## src/rtl/burst_pkg.sv

```systemverilog
package burst_pkg;
  typedef enum logic [1:0] {
    ST_IDLE  = 2'd0,
    ST_ARMED = 2'd1,
    ST_SEND  = 2'd2,
    ST_DONE  = 2'd3
  } burst_state_t;
endpackage

```

## src/rtl/burst_rst_sync.sv

```systemverilog
module burst_rst_sync #(
  parameter int STAGES = 2
) (
  input  logic clk,
  input  logic rst_n,
  output logic rst_sync_n
);
  logic [STAGES-1:0] chain_q;

  always_ff @(posedge clk or negedge rst_n) begin
    if (!rst_n) chain_q <= '0;
    else        chain_q <= {chain_q[STAGES-2:0], 1'b1};
  end

  assign rst_sync_n = chain_q[STAGES-1];
endmodule

```

## src/rtl/burst_trig_sync.sv

```systemverilog
module burst_trig_sync #(
  parameter int SYNC_STAGES = 2
) (
  input  logic clk,
  input  logic rst_n,
  input  logic trig_async,
  output logic trig_rise
);
  logic [SYNC_STAGES:0] shift_q;

  always_ff @(posedge clk or negedge rst_n) begin
    if (!rst_n) shift_q <= '0;
    else        shift_q <= {shift_q[SYNC_STAGES-1:0], trig_async};
  end

  // the last stage only holds the previous synchronized value, for edge detection
  assign trig_rise = shift_q[SYNC_STAGES-1] & ~shift_q[SYNC_STAGES];
endmodule

```

## src/rtl/burst_frame_store.sv

```systemverilog
module burst_frame_store #(
  parameter int FRAME_LEN = 15,
  parameter int DATA_W    = 8,
  parameter int ADDR_W    = 4
) (
  input  logic              clk,
  input  logic              rst_n,
  input  logic              wr_en,
  input  logic [ADDR_W-1:0] wr_addr,
  input  logic [DATA_W-1:0] wr_data,
  input  logic              clr_mask,
  input  logic [ADDR_W-1:0] rd_idx,
  output logic [DATA_W-1:0] rd_data,
  output logic              full
);
  logic [DATA_W-1:0]    mem_q [FRAME_LEN];
  logic [FRAME_LEN-1:0] wr_hit;
  logic [FRAME_LEN-1:0] seen_q;

  for (genvar g = 0; g < FRAME_LEN; g++) begin : g_entry
    assign wr_hit[g] = wr_en && (wr_addr == ADDR_W'(g));

    always_ff @(posedge clk or negedge rst_n) begin
      if (!rst_n)         mem_q[g] <= '0;
      else if (wr_hit[g]) mem_q[g] <= wr_data;
    end

    // the clear taken at burst start wins over a write in the same cycle
    always_ff @(posedge clk or negedge rst_n) begin
      if (!rst_n)         seen_q[g] <= 1'b0;
      else if (clr_mask)  seen_q[g] <= 1'b0;
      else if (wr_hit[g]) seen_q[g] <= 1'b1;
    end
  end

  always_comb begin
    rd_data = '0;
    for (int i = 0; i < FRAME_LEN; i++) begin
      if (rd_idx == ADDR_W'(i)) rd_data = mem_q[i];
    end
  end

  assign full = &seen_q;
endmodule

```

## src/rtl/burst_seq.sv

```systemverilog
module burst_seq
  import burst_pkg::*;
#(
  parameter int FRAME_LEN  = 15,
  parameter int SLOT_CYC   = 4,
  parameter int STROBE_CYC = 2,
  parameter int ADDR_W     = 4,
  localparam int SLOT_W    = $clog2(SLOT_CYC + 1)
) (
  input  logic              clk,
  input  logic              rst_n,
  input  logic              arm_req,
  input  logic              frame_full,
  input  logic              trig_rise,
  output burst_state_t      st,
  output logic [ADDR_W-1:0] byte_idx,
  output logic              mask_clr,
  output logic              strobe,
  output logic              done_flag
);
  localparam logic [ADDR_W-1:0] LAST_IDX  = ADDR_W'(FRAME_LEN - 1);
  localparam logic [SLOT_W-1:0] LAST_SLOT = SLOT_W'(SLOT_CYC - 1);
  localparam logic [SLOT_W-1:0] STB_END   = SLOT_W'(STROBE_CYC);

  burst_state_t      st_q, st_d;
  logic [ADDR_W-1:0] idx_q, idx_d;
  logic [SLOT_W-1:0] slot_q, slot_d;
  logic              done_q, done_d;
  logic              start_d;

  always_comb begin
    st_d    = st_q;
    idx_d   = idx_q;
    slot_d  = slot_q;
    done_d  = done_q;
    start_d = 1'b0;
    unique case (st_q)
      ST_IDLE, ST_DONE: begin
        if (arm_req && frame_full) begin
          st_d   = ST_ARMED;
          idx_d  = '0;
          slot_d = '0;
          done_d = 1'b0;
        end
      end
      ST_ARMED: begin
        if (trig_rise) begin
          st_d    = ST_SEND;
          idx_d   = '0;
          slot_d  = '0;
          start_d = 1'b1;
        end
      end
      ST_SEND: begin
        if (slot_q == LAST_SLOT) begin
          slot_d = '0;
          if (idx_q == LAST_IDX) begin
            st_d   = ST_DONE;
            done_d = 1'b1;
          end else begin
            idx_d = idx_q + 1'b1;
          end
        end else begin
          slot_d = slot_q + 1'b1;
        end
      end
      default: st_d = ST_IDLE;
    endcase
  end

  always_ff @(posedge clk or negedge rst_n) begin
    if (!rst_n) begin
      st_q   <= ST_IDLE;
      idx_q  <= '0;
      slot_q <= '0;
      done_q <= 1'b0;
    end else begin
      st_q   <= st_d;
      idx_q  <= idx_d;
      slot_q <= slot_d;
      done_q <= done_d;
    end
  end

  assign st        = st_q;
  assign byte_idx  = idx_q;
  assign mask_clr  = start_d;
  assign strobe    = (st_q == ST_SEND) && (slot_q < STB_END);
  assign done_flag = done_q;
endmodule

```

## src/rtl/trig_burst_sender.sv

```systemverilog
module trig_burst_sender
  import burst_pkg::*;
#(
  parameter int FRAME_LEN   = 15,
  parameter int DATA_W      = 8,
  parameter int SLOT_CYC    = 4,
  parameter int STROBE_CYC  = 2,
  parameter int SYNC_STAGES = 2,
  localparam int ADDR_W     = $clog2(FRAME_LEN)
) (
  input  logic              clk,
  input  logic              rst_n,
  input  logic              host_we,
  input  logic [ADDR_W-1:0] host_addr,
  input  logic [DATA_W-1:0] host_wdata,
  input  logic              host_arm,
  input  logic              trig_in,
  output logic [DATA_W-1:0] bus_data,
  output logic              bus_wr,
  output logic              done_irq
);
  logic              rst_i_n;
  logic              trig_rise;
  logic              frame_full;
  logic              mask_clr;
  logic              store_we;
  logic [ADDR_W-1:0] byte_idx;
  logic [DATA_W-1:0] rd_byte;
  burst_state_t      st;

  burst_rst_sync #(.STAGES(2)) u_rst (
    .clk        (clk),
    .rst_n      (rst_n),
    .rst_sync_n (rst_i_n)
  );

  burst_trig_sync #(.SYNC_STAGES(SYNC_STAGES)) u_trig (
    .clk        (clk),
    .rst_n      (rst_i_n),
    .trig_async (trig_in),
    .trig_rise  (trig_rise)
  );

  // the store is locked while a burst runs
  assign store_we = host_we && (st != ST_SEND);

  burst_frame_store #(
    .FRAME_LEN (FRAME_LEN),
    .DATA_W    (DATA_W),
    .ADDR_W    (ADDR_W)
  ) u_store (
    .clk      (clk),
    .rst_n    (rst_i_n),
    .wr_en    (store_we),
    .wr_addr  (host_addr),
    .wr_data  (host_wdata),
    .clr_mask (mask_clr),
    .rd_idx   (byte_idx),
    .rd_data  (rd_byte),
    .full     (frame_full)
  );

  burst_seq #(
    .FRAME_LEN  (FRAME_LEN),
    .SLOT_CYC   (SLOT_CYC),
    .STROBE_CYC (STROBE_CYC),
    .ADDR_W     (ADDR_W)
  ) u_seq (
    .clk        (clk),
    .rst_n      (rst_i_n),
    .arm_req    (host_arm),
    .frame_full (frame_full),
    .trig_rise  (trig_rise),
    .st         (st),
    .byte_idx   (byte_idx),
    .mask_clr   (mask_clr),
    .strobe     (bus_wr),
    .done_flag  (done_irq)
  );

  assign bus_data = (st == ST_SEND) ? rd_byte : '0;
endmodule

```

## config.mk

```make
export PLATFORM = sky130hd
export DESIGN_NAME = trig_burst_sender
export DESIGN_NICKNAME = d
export VERILOG_FILES = /design/src/rtl/burst_pkg.sv /design/src/rtl/burst_rst_sync.sv /design/src/rtl/burst_trig_sync.sv /design/src/rtl/burst_frame_store.sv /design/src/rtl/burst_seq.sv /design/src/rtl/trig_burst_sender.sv
export SDC_FILE = /design/constraint.sdc
export NUM_CORES = 1
export LEC_CHECK = 0
export BUFFER_PORTS_ARGS = -buffer_cell sky130_fd_sc_hd__clkbuf_2
export CELL_PAD_IN_SITES_DETAIL_PLACEMENT = 1
export CELL_PAD_IN_SITES_GLOBAL_PLACEMENT = 1
export CORE_AREA = 8 8 128 130
export DETAILED_ROUTE_END_ITERATION = 12
export DIE_AREA = 0 0 136 138
export PLACE_DENSITY_LB_ADDON = 0.1
export SLEW_MARGIN = 20
export SYNTH_ARGS = -nofsm -noshare
export SYNTH_HDL_FRONTEND = slang
export SYNTH_SLANG_ARGS = --single-unit
```

## constraint.sdc

```tcl
create_clock -name clk -period 5 [get_ports clk]
set_input_delay 1 -clock clk [delete_from_list [all_inputs] [get_ports clk]]
set_output_delay 1 -clock clk [all_outputs]
set_load 0.02 [all_outputs]
```

Yosys cells after proc, flatten, opt, wreduce, memory -nomap -nowiden:

Index checks and enable logic that the tools add are counted.

* register bits after elaboration: 150
* logic and storage cells: 188
* output and inout bits: 10

* mux-type cells: 66
* $add $sub $neg: 2
* reduce and logical (&&, ||, !) cells: 43
* order comparisons: 1
* equality and inequality tests: 38
* bitwise logic cells: 2

Operators with widths (number)
* $mux W8: 16
* $eq A4 B4 Y1 const B: 14
* $mux W1: 35
* $eq A4 B3 Y1 const B: 8
* $reduce_bool A2 Y1: 16
* $logic_and A1 B1 Y1: 18
* $eq A4 B2 Y1 const B: 4
* $mux W4: 4
* $reduce_and A15 Y1: 1
* $pmux W4 S3: 1
* $reduce_and A4 Y1: 3
* $mux W3: 3
* $pmux W3 S3: 1
* $eq A4 B1 Y1 const B: 2
* $logic_not A4 Y1: 2
* $mux W2: 4
* $ne A2 B1 Y1 const B: 3
* $ne A2 B2 Y1 const B: 3
* $pmux W2 S3: 1
* $add A4 B1 Y4 const B: 1
* $eq A2 B2 Y1 const B: 2
* $add A3 B1 Y3 const B: 1
* $eq A3 B2 Y1 const B: 1
* $lt A3 B2 Y1 const B: 1
* other kinds (7): 7

Depth between registers and ports, before layout:

* depth in word-level cells: 17
* gate-level depth with buffers: 10

Modules after synthesis:

A second synthesis with hierarchy kept.

* cell total of the unflattened synthesis: 628
* area, all modules: 7384.6 um^2

By module, submodules not included
* burst_frame_store: cells an instance 549, times used 1, area each 6545.0 um^2
* burst_seq: cells an instance 62, times used 1, area each 626.9 um^2
* burst_trig_sync: cells an instance 4, times used 1, area each 88.8 um^2
* trig_burst_sender: cells an instance 10, times used 1, area each 70.1 um^2
* burst_rst_sync: cells an instance 3, times used 1, area each 53.8 um^2

Worst setup path after synthesis:

OpenSTA, ideal clock, no wires.

* path kind: reg2out
* start point: reg u_seq.idx_q[0], in the netlist u_seq.byte_idx[0]
* end point: out bus_data[5]
* arrival: 1.988 ns
* buffers on the path: 1
* slack: 2.012 ns
* stages on the path, launching flop included: 9
* data required time: 4.000 ns
* cells stage by stage: dfrtp_1 -> inv_1 -> ha_1 -> buf_2 -> nand3b_1 -> nor2_1 -> nor4_1 -> o221ai_1 -> a21boi_0

* cells in the longest elaborated chain, start to end: 17

RTL lines
* start, declared: line burst_seq.sv:26 `logic [ADDR_W-1:0] idx_q, idx_d;`
* start signal, assigned: line burst_seq.sv:79 `idx_q <= idx_d;`
* $logic_not A4 Y1: line burst_frame_store.sv:39 `if (rd_idx == ADDR_W'(i)) rd_data = mem_q[i];`
* $mux W8 (14 in a row): line burst_frame_store.sv:39
* $mux W8 *: line burst_frame_store.sv:39
* $mux W8 *: line trig_burst_sender.sv:81 `assign bus_data = (st == ST_SEND) ? rd_byte : '0;`
* end, declared: line trig_burst_sender.sv:18 `output logic [DATA_W-1:0] bus_data,`

Every way passes the cells marked *; elsewhere a longest branch is shown, timed or not.

Final worst setup path:

* start point: reg u_seq.idx_q[0], in the netlist u_seq.byte_idx[0]
* end point: out bus_data[7]

The elaborated chain is that of the path after synthesis.

==> results.md <==
- Run status: completed
- # setup viols final: 0
- Max Slew Vio Count: 0
- Worst rel slew slack: a little under a third
- Post-CTS sizing: 0
- Number of global-route vias before repair: ~5500
- Multi-input gate area: between 0.003 and 0.004 mm²
- Routed via count: ~5000
- Synthesized Nets: about 640
- Share of layout cells above drive strength 1: about a third
- Core Area: 0.01431 mm²
- Initial core utilization: roughly 50%
- Synth top area share: 52.19%
- GR Overflow Total: 0
- R2R depth: 7
- Largest net degree at the start of global routing: between 60 and 70
- Synth Instances: 610
- Net count, final: 645
- Reg-to-Reg End: u_seq.byte_idx[3]$_DFFE_PN0P_
- Worst path slowest cell: ha_1
- Static leakage: 0.003430 µW
- Cell taking the most area after synthesis: dfrtp_1
- R2R Path Start: u_seq.byte_idx[0]$_DFFE_PN0P_
- Hold Fails Final Rpt: 0
- Worst hold margin: about 0.35 ns
- Clock-pin slew on the worst setup and hold paths: about 0.060 ns
- Root Buffer: clkbuf_16
- Most frequent cell after synthesis: dfrtp_1
- Ranking of synthesized cells by area: dfrtp_1 (52%), mux2_2 (17%), a221oi_1 (2.1%)
- FMAX: around 230 MHz
- Final cycle utilization of the critical path: 87.95%
- Initial antenna violation count: 0
- Die X: 136 µm
- GP Congestion: just under 0.9
- CP max stage delay: about 0.63 ns
- Ys Warns: 0
- Slew @ Worst Pin: between 1 and 1.5 ns
- Top cells by count, synth: dfrtp_1 (150), mux2_2 (109), nand2_1 (39)
- Max_cap viols: 0
- Startpoint Class: register
- Final setup TNS: 0 ns
- Power Dens Cells: 552.8 mW/mm²
- Area Growth Syn to Fin: 11.45%
- Post-synthesis sequential area ratio: 52.19%
- DRT Pass-1 Iters: 4
- EDFF count, synth: 0
- Crit path max fanout: 18
- R2r setup slk: 2.15 ns
- Crit path DAT: between 3 and 4 ns
- H-Tree Depth: 4
- Die Y: 138 µm
- Yosys reg bits: 150
- Worst setup EP type: output port
- Drc violations: 0
- Post-CTS Hold Buffers: 0
- Initial drt markers: about 370
- CTS Buf Count: 17
- Site Rows: 44
- # diodes: 0
- Die ar.: 0.01877 mm²
- Netlist cell types: 55
- Clk sink count: 150
- RSZ-0062 raised after global routing: no
- TritonCTS clock tree: built
- Global-route wire length before repair: 32890 µm
- Port bufs: 26
- Post-Syn Area: roughly 0.0072 mm²
- Worst hold path class: input pin to asynchronous set/reset pin
- Register Area: 0.003757 mm²
- WS Path Type: register to output port
- Overall Global Routing Usage: a little under a quarter
- # IOs: 27
- Fillers: between 1500 and 2000
- Time the worst path needs with I/O delays and setup: approximately 4.4 ns
- Final WL: 20640 µm
- Synthesized area per cell: approximately 12 µm²
- Required time of the critical path: 4.00 ns
- Worst Skew: around 0.0050 ns
- Final antenna-violating net count: 0
- Clock Latency Late Sink: ~0.43 ns
- WL/cell: about 25 µm
- Async SR Flop Fraction: 100.0%
- Worst path cell trace: inv_1, ha_1, and3_1, and2_1, a211oi_1, a221oi_2, clkbuf_2
- Via density: between 6 and 7
- Ys flop type: dfrtp_1
- HPWL Detailed: 13900 µm
- Number of buffers added for setup after CTS: 0
- Clock Path Buffers: 2
- Worst VDD drop: about 0.32 mV
[cell families (layout without fill, tap and decap cells)]
| kind of cell | after synthesis | count (layout) | synth area share [%] |
|---|---|---|---|
| and+or+nand+nor | 127 | 127 | 9.812 |
| DFF | 150 | 150 | 52.19 |
| buffers and inverters | 67 | 90 | 4.106 |
| other | 1 | 1 | 0.05214 |
| adders and majority gates | 8 | 8 | 1.392 |
| muxes | 113 | 113 | 17.68 |
| AOI/OAI and AO/OA | 144 | 144 | 14.77 |
[critical path: cells and delay by family, from the launching register on]
| family | cells | cell delay (ns) |
|---|---|---|
| adder cells (fa/ha/maj) | 1 | 0.63 |
| flip-flops | 1 | 0.43 |
| AO/OA/AOI/OAI | 2 | 0.55 |
| AND/OR/NAND/NOR | 2 | 1.00 |
| buffers and inverters | 2 | 0.35 |
[sequential cells by signal, indices dropped and copies added, names as in the netlist]
name,flops
u_rst.chain_q,2
u_seq.byte_idx,4
u_seq.done_flag,1
u_seq.slot_q,3
u_seq.st,2
u_store.mem_q,120
u_store.seen_q,15
u_trig.shift_q,3
[stage by stage]
| step | total power, µW | instance area [µm²] | util (%) | std cells | setup WS (ns) |
|---|---|---|---|---|---|
| after detailed placement | 3115 | 7401 | 51.70 | 785 | 1.110 |
| after floorplan | 2731 | 7192 | - | 610 | 0.5111 |
| after CTS | 4465 | 8015 | 56.00 | 817 | 0.6175 |
| after global routing | 4660 | 8015 | 56.00 | 817 | 0.4181 |
| final | 4431 | 8015 | 56.00 | 817 | 0.6027 |
| after global placement | 3048 | 7401 | 51.70 | 785 | 1.153 |
[where the power goes]
group	internal, µW	switching (µW)
combinational	535	691
clock	823	491
sequential	1610	285
total	2960	1470
[how the worst max path moves through the flow]
stage / start / endpoint / slack, ns
finish: u_seq.byte_idx[0]$_DFFE_PN0P_ / bus_data[7] / 0.60
global route: u_seq.byte_idx[0]$_DFFE_PN0P_ / bus_data[7] / 0.42
CTS: u_seq.byte_idx[0]$_DFFE_PN0P_ / bus_data[0] / 0.62
detailed placement: u_seq.byte_idx[0]$_DFFE_PN0P_ / bus_data[0] / 1.11
global placement: u_seq.byte_idx[0]$_DFFE_PN0P_ / bus_data[7] / 1.15
floorplan: u_rst.chain_q[1]$_DFF_PN0_ / u_seq.byte_idx[0]$_DFFE_PN0P_ / 0.51
[area by class of cell]
class	instances	share of cell area [%]
Timing Repair Buffer	31	2.092
Sequential cell	150	46.88
Multi-Input combinational cell	393	39.21
Inverter	27	1.280
Tap cell	184	2.872
Clock buffer	24	6.510
Clock inverter	8	1.155
[per-layer routing]
metal | GRT usage (%) | up-vias | wire length, µm
li1 | - | 2242 | -
met1 | 30.66 | 2622 | 8782
met4 | 10.76 | 0 | 591
met5 | 0 | - | 0
met2 | 36.33 | 109 | 10210
met3 | 3.913 | 29 | 1055
[cells in the final DEF (no fill, tap or decap), types with 8 or more instances in the layout]
cell type  netlist  routed
nand2_2          8       8
o22ai_1         15      15
nor3_1          11      11
ha_1             8       8
mux2_2         109     109
a221oi_1        17      17
a21oi_1         19      19
clkbuf_2         0      26
nor2_1          22      22
a22oi_1         14      14
o221ai_1         8       8
o21ai_0         19      19
a21boi_0        11      11
clkbuf_16        0      17
a211oi_1        14      14
inv_1           26      26
nor2b_1         15      15
dfrtp_1        150     149
nand2_1         39      39
Note: power is estimated with default switching activity, not from simulation.
